File: config.mk
export PLATFORM = sky130hd
export DESIGN_NAME = cp_trap_decoder
export DESIGN_NICKNAME = d
export VERILOG_FILES = /design/src/rtl/cp_trap_pkg.sv /design/src/rtl/cp_trap_index_sel.sv /design/src/rtl/cp_trap_mask_filter.sv /design/src/rtl/cp_trap_policy.sv /design/src/rtl/cp_trap_decoder.sv
export SDC_FILE = /design/constraint.sdc
export NUM_CORES = 1
export LEC_CHECK = 0
export ABC_AREA = 1
export BUFFER_PORTS_ARGS = -buffer_cell sky130_fd_sc_hd__buf_2
export CORE_AREA = 2 2 39 41
export DETAILED_ROUTE_END_ITERATION = 10
export DIE_AREA = 0 0 41 43
export PLACE_DENSITY = 0.67
export SLEW_MARGIN = 20
export SYNTH_ARGS = -nofsm -noshare
export SYNTH_HDL_FRONTEND = slang
export SYNTH_SLANG_ARGS = --single-unit
File: constraint.sdc
create_clock -name vclk -period 1.5
set_input_delay 0.3 -clock vclk [all_inputs]
set_output_delay 0.3 -clock vclk [all_outputs]
set_load 0.02 [all_outputs]
File: src/rtl/cp_trap_pkg.sv
package cp_trap_pkg;

  localparam int unsigned MASK_W  = 16;
  localparam int unsigned FIELD_W = 4;
  localparam int unsigned EC_W    = 6;
  localparam int unsigned LVL_W   = 2;

  typedef enum logic [LVL_W-1:0] {
    LVL_USER   = 2'd0,
    LVL_KERNEL = 2'd1,
    LVL_HYP    = 2'd2,
    LVL_MON    = 2'd3
  } priv_lvl_e;

  typedef enum logic {
    XFER_SINGLE = 1'b0,
    XFER_DOUBLE = 1'b1
  } xfer_kind_e;

  typedef struct packed {
    logic               hit;
    logic [FIELD_W-1:0] idx;
  } mask_sel_t;

endpackage

File: src/rtl/cp_trap_index_sel.sv
module cp_trap_index_sel
  import cp_trap_pkg::*;
#(
  parameter logic [FIELD_W-1:0] CP_TRAPPABLE = 4'hF
) (
  input  logic               two_word_i,
  input  logic [FIELD_W-1:0] coproc_i,
  input  logic [FIELD_W-1:0] crn_i,
  input  logic [FIELD_W-1:0] crm_i,
  output mask_sel_t          sel_o
);

  xfer_kind_e kind;

  always_comb begin
    kind      = xfer_kind_e'(two_word_i);
    sel_o.hit = (coproc_i == CP_TRAPPABLE);
    unique case (kind)
      XFER_SINGLE: sel_o.idx = crn_i;
      XFER_DOUBLE: sel_o.idx = crm_i;
      default:     sel_o.idx = crn_i;
    endcase
  end

endmodule

File: src/rtl/cp_trap_mask_filter.sv
module cp_trap_mask_filter
  import cp_trap_pkg::*;
#(
  parameter int unsigned          W        = MASK_W,
  parameter logic [MASK_W-1:0]    RSVD_MAP = 16'h4010
) (
  input  logic [W-1:0]       mask_i,
  input  mask_sel_t          sel_i,
  output logic               bit_o
);

  logic [W-1:0] mask_eff;

  for (genvar g = 0; g < W; g++) begin : g_bit
    if (RSVD_MAP[g]) begin : g_rsvd
      assign mask_eff[g] = 1'b0;
    end else begin : g_live
      assign mask_eff[g] = mask_i[g];
    end
  end

  assign bit_o = sel_i.hit & mask_eff[sel_i.idx];

  always_comb begin
    if (RSVD_MAP[sel_i.idx])
      AST_RSVD_NEVER_SET: assert (!bit_o) else $error("reserved index selected");
  end

endmodule

File: src/rtl/cp_trap_policy.sv
module cp_trap_policy
  import cp_trap_pkg::*;
#(
  parameter logic [EC_W-1:0] TRAP_EC = 6'h03
) (
  input  logic [LVL_W-1:0] el_i,
  input  logic             nonsecure_i,
  input  logic             bit_i,
  input  logic             undef_if_clear_i,
  output logic             trap_o,
  output logic [EC_W-1:0]  class_o
);

  priv_lvl_e lvl;
  logic      eligible;

  always_comb begin
    lvl = priv_lvl_e'(el_i);
    unique case (lvl)
      LVL_KERNEL: eligible = nonsecure_i;
      LVL_USER:   eligible = nonsecure_i & ~undef_if_clear_i;
      default:    eligible = 1'b0;
    endcase
    trap_o  = eligible & bit_i;
    class_o = trap_o ? TRAP_EC : '0;
  end

  always_comb begin
    if (!bit_i)
      AST_NO_BIT_NO_TRAP: assert (!trap_o) else $error("trap without mask bit");
  end

endmodule

File: src/rtl/cp_trap_decoder.sv
module cp_trap_decoder
  import cp_trap_pkg::*;
#(
  parameter logic [FIELD_W-1:0] CP_TRAPPABLE = 4'hF,
  parameter logic [MASK_W-1:0]  RSVD_MAP     = 16'h4010,
  parameter logic [EC_W-1:0]    TRAP_EC      = 6'h03
) (
  input  logic [LVL_W-1:0]   el_i,
  input  logic               nonsecure_i,
  input  logic               two_word_i,
  input  logic [FIELD_W-1:0] coproc_i,
  input  logic [FIELD_W-1:0] crn_i,
  input  logic [FIELD_W-1:0] crm_i,
  input  logic [MASK_W-1:0]  trap_mask_i,
  input  logic               undef_if_clear_i,
  output logic               trap_o,
  output logic [EC_W-1:0]    class_o
);

  mask_sel_t sel;
  logic      mask_bit;

  cp_trap_index_sel #(
    .CP_TRAPPABLE (CP_TRAPPABLE)
  ) u_sel (
    .two_word_i (two_word_i),
    .coproc_i   (coproc_i),
    .crn_i      (crn_i),
    .crm_i      (crm_i),
    .sel_o      (sel)
  );

  cp_trap_mask_filter #(
    .W        (MASK_W),
    .RSVD_MAP (RSVD_MAP)
  ) u_filter (
    .mask_i (trap_mask_i),
    .sel_i  (sel),
    .bit_o  (mask_bit)
  );

  cp_trap_policy #(
    .TRAP_EC (TRAP_EC)
  ) u_policy (
    .el_i             (el_i),
    .nonsecure_i      (nonsecure_i),
    .bit_i            (mask_bit),
    .undef_if_clear_i (undef_if_clear_i),
    .trap_o           (trap_o),
    .class_o          (class_o)
  );

  always_comb begin
    if (coproc_i != CP_TRAPPABLE)
      AST_FOREIGN_CP_QUIET: assert (!trap_o) else $error("foreign coproc trapped");
    if (!nonsecure_i || el_i[1])
      AST_HIGH_OR_SECURE_QUIET: assert (!trap_o) else $error("privileged/secure trapped");
    if (el_i == 2'd0 && undef_if_clear_i)
      AST_USER_UNDEF_STAYS: assert (!trap_o) else $error("undefined user move trapped");
    if (trap_o)
      AST_TRAP_CLASS: assert (class_o == TRAP_EC) else $error("wrong class on trap");
    else
      AST_IDLE_CLASS_ZERO: assert (class_o == '0) else $error("class without trap");
  end

endmodule

==> results.ini <==
[layout]
n_sequential_cell=0
finalNetCount=133
diodes=0
final_util_pct=46.6
seqCellArea_sq_um=0
area_growth_pct=86.6
nClkBuffers=0
drive_gt1_share_pct=63.3
fill_cells=161

[route]
drc_errors=0
routed_wl_mm=1.03
vias=506
first_pass_iters=4
avgRoutedWirePerCell_um=9.06
drtIter0Drc=2
vias_per_cell=4.44
antenna_left=0

[worst_setup_path]
end_kind=output pin
cp.arrival_ns=1.25
crit_path_start_kind=primary input
criticalPathCategory=primary input to output pin
path_max_fanout=8
crit_required_ns=1.20

[sta]
fin_crit_ns=1.55
finalHoldViolCount=0
fin_ws_ns=-0.0493
fin_crit_sh_pct=103
rsz0062_at_grt=yes
slew_violations=0
setup_viol_count_final=3
holdWs_ns=1.04
fmax_mhz=645

[min_path]
worstHoldStart=el_i[1]
hold_end=class_o[1]
min_path_cells=7
min_path_type=primary input to output pin

[floorplan]
dieWidth_um=41
dieArea_sq_um=1760
ioPinCount=40
core_area_sq_um=1380
start_util_pct=25.0
num_rows=14
die_h_um=43

[synth]
synth_seq_area_share_pct=0
netlist_area_sq_um=345
synth_top_cell_area_share_pct=26.1
syn-instance-count=66
yosysUniqueCellTypes=15
syn_area_per_cell_sq_um=5.23
synth_common_cells=nand2_1 (19), nand3_1 (18), buf_4 (6), inv_1 (6), nor2_1 (4)
yosysTopAreaCell=nand3_1
synthTopCellsByArea=nand3_1 (26%), nand2_1 (21%), buf_4 (13%)
yosysWarnings=0
yosysMostFrequentCell=nand2_1

[global_routing]
grt-ovfl-total=0
grt_pass1_vias=419
grt_pass1_wl_mm=1.50
antenna_found_initial=0
grt_start_max_net_pins=9
gr-usage-all-layers_pct=11.3

[place]
post-place-ws_ns=-0.210
place_hpwl_um=808
gp_congestion=0.824
io_buffers=34

[power]
p_leak_nw=0.362
powerDensity_nw_per_um2=277
fin_total_pwr_w=0.000179
irDropWorstVdd_mv=0.131

[job]
maxCapViolCount=0

[run_status]
status=finished with violations
violations=negative setup slack

-- where the power goes --
group          total (W)  internal [W]  switching [W]
combinational   0.000179     0.0000815      0.0000972
sequential             0             0              0
clock                  0             0              0
total           0.000179     0.0000815      0.0000972
-- through the flow --
step / instance area (sq um) / TNS [ns] / std cells
5_1_grt: 644 / -0.362 / 114
4_1_cts: 629 / -0.210 / 113
6_report: 644 / -0.147 / 114
3_3_place_gp: 498 / -0.564 / 112
3_5_place_dp: 498 / -0.628 / 112
2_1_floorplan: 364 / -0.139 / 69
-- logic make-up after synthesis --
group / count (synthesis) / share of synthesized area, %
buf+inv: 15 / 25.7
simple gates: 48 / 69.6
other cells: 1 / 1.09
compound gates: 2 / 3.62
-- cell usage in the layout (no fill, tap or decap) --
cell      Yosys  layout
buf_2         0      30
nand2_1      19      16
nand3_2       0      10
nand3_1      18       8
inv_1         6       5
nand2_2       2       4
conb_1        1       4
buf_6         1       4
nand2_8       0       2
nand2_4       3       2
inv_2         1       2
nor2_2        0       2
nor2_4        1       2
inv_8         0       1
o21ai_2       0       1
nand4_1       1       1
o211ai_1      1       1
nor2_1        4       1
buf_12        0       1
buf_4         6       1
-- routing by layer --
layer	GRT usage (%)	share of wire, %
met5	0	0
met4	0	0
met3	1.05	13
met2	20.9	50
met1	13.9	36
-- worst max-delay path, cell delays in order --
cell     delay, ns
buf_12        0.13
inv_8         0.07
nand2_8       0.07
buf_6         0.13
nand3_2       0.05
nand3_2       0.07
nand3_2       0.08
nand2_2       0.05
nor2_2        0.12
nor2_4        0.07
buf_6         0.13
-- final cells by class --
cell class         count  area [sq um]  area share [%]
multi-input cells     54           364            56.5
inverters              8          37.5            5.83
well taps             16          20.0            3.11
repair buffers        36           223            34.6
-- what timing repair did --
item                                    4_1_cts  5_1_grt
hold buffers                                  0        0
endpoints found under the setup margin        3        3
gates resized for setup                      31        2
setup buffers                                 1        1
pin swaps                                    12        4
-- how the worst max path moves through the flow --
stage,startpoint,to,slack (ns),cells past startpoint
floorplan,two_word_i,class_o[0],-0.07,11
global placement,two_word_i,class_o[0],-0.19,11
detailed placement,two_word_i,class_o[0],-0.21,11
CTS,two_word_i,class_o[0],-0.07,11
global route,crn_i[1],class_o[0],-0.12,11
finish,two_word_i,trap_o,-0.05,11
Note: power is estimated with default switching activity, not from simulation.
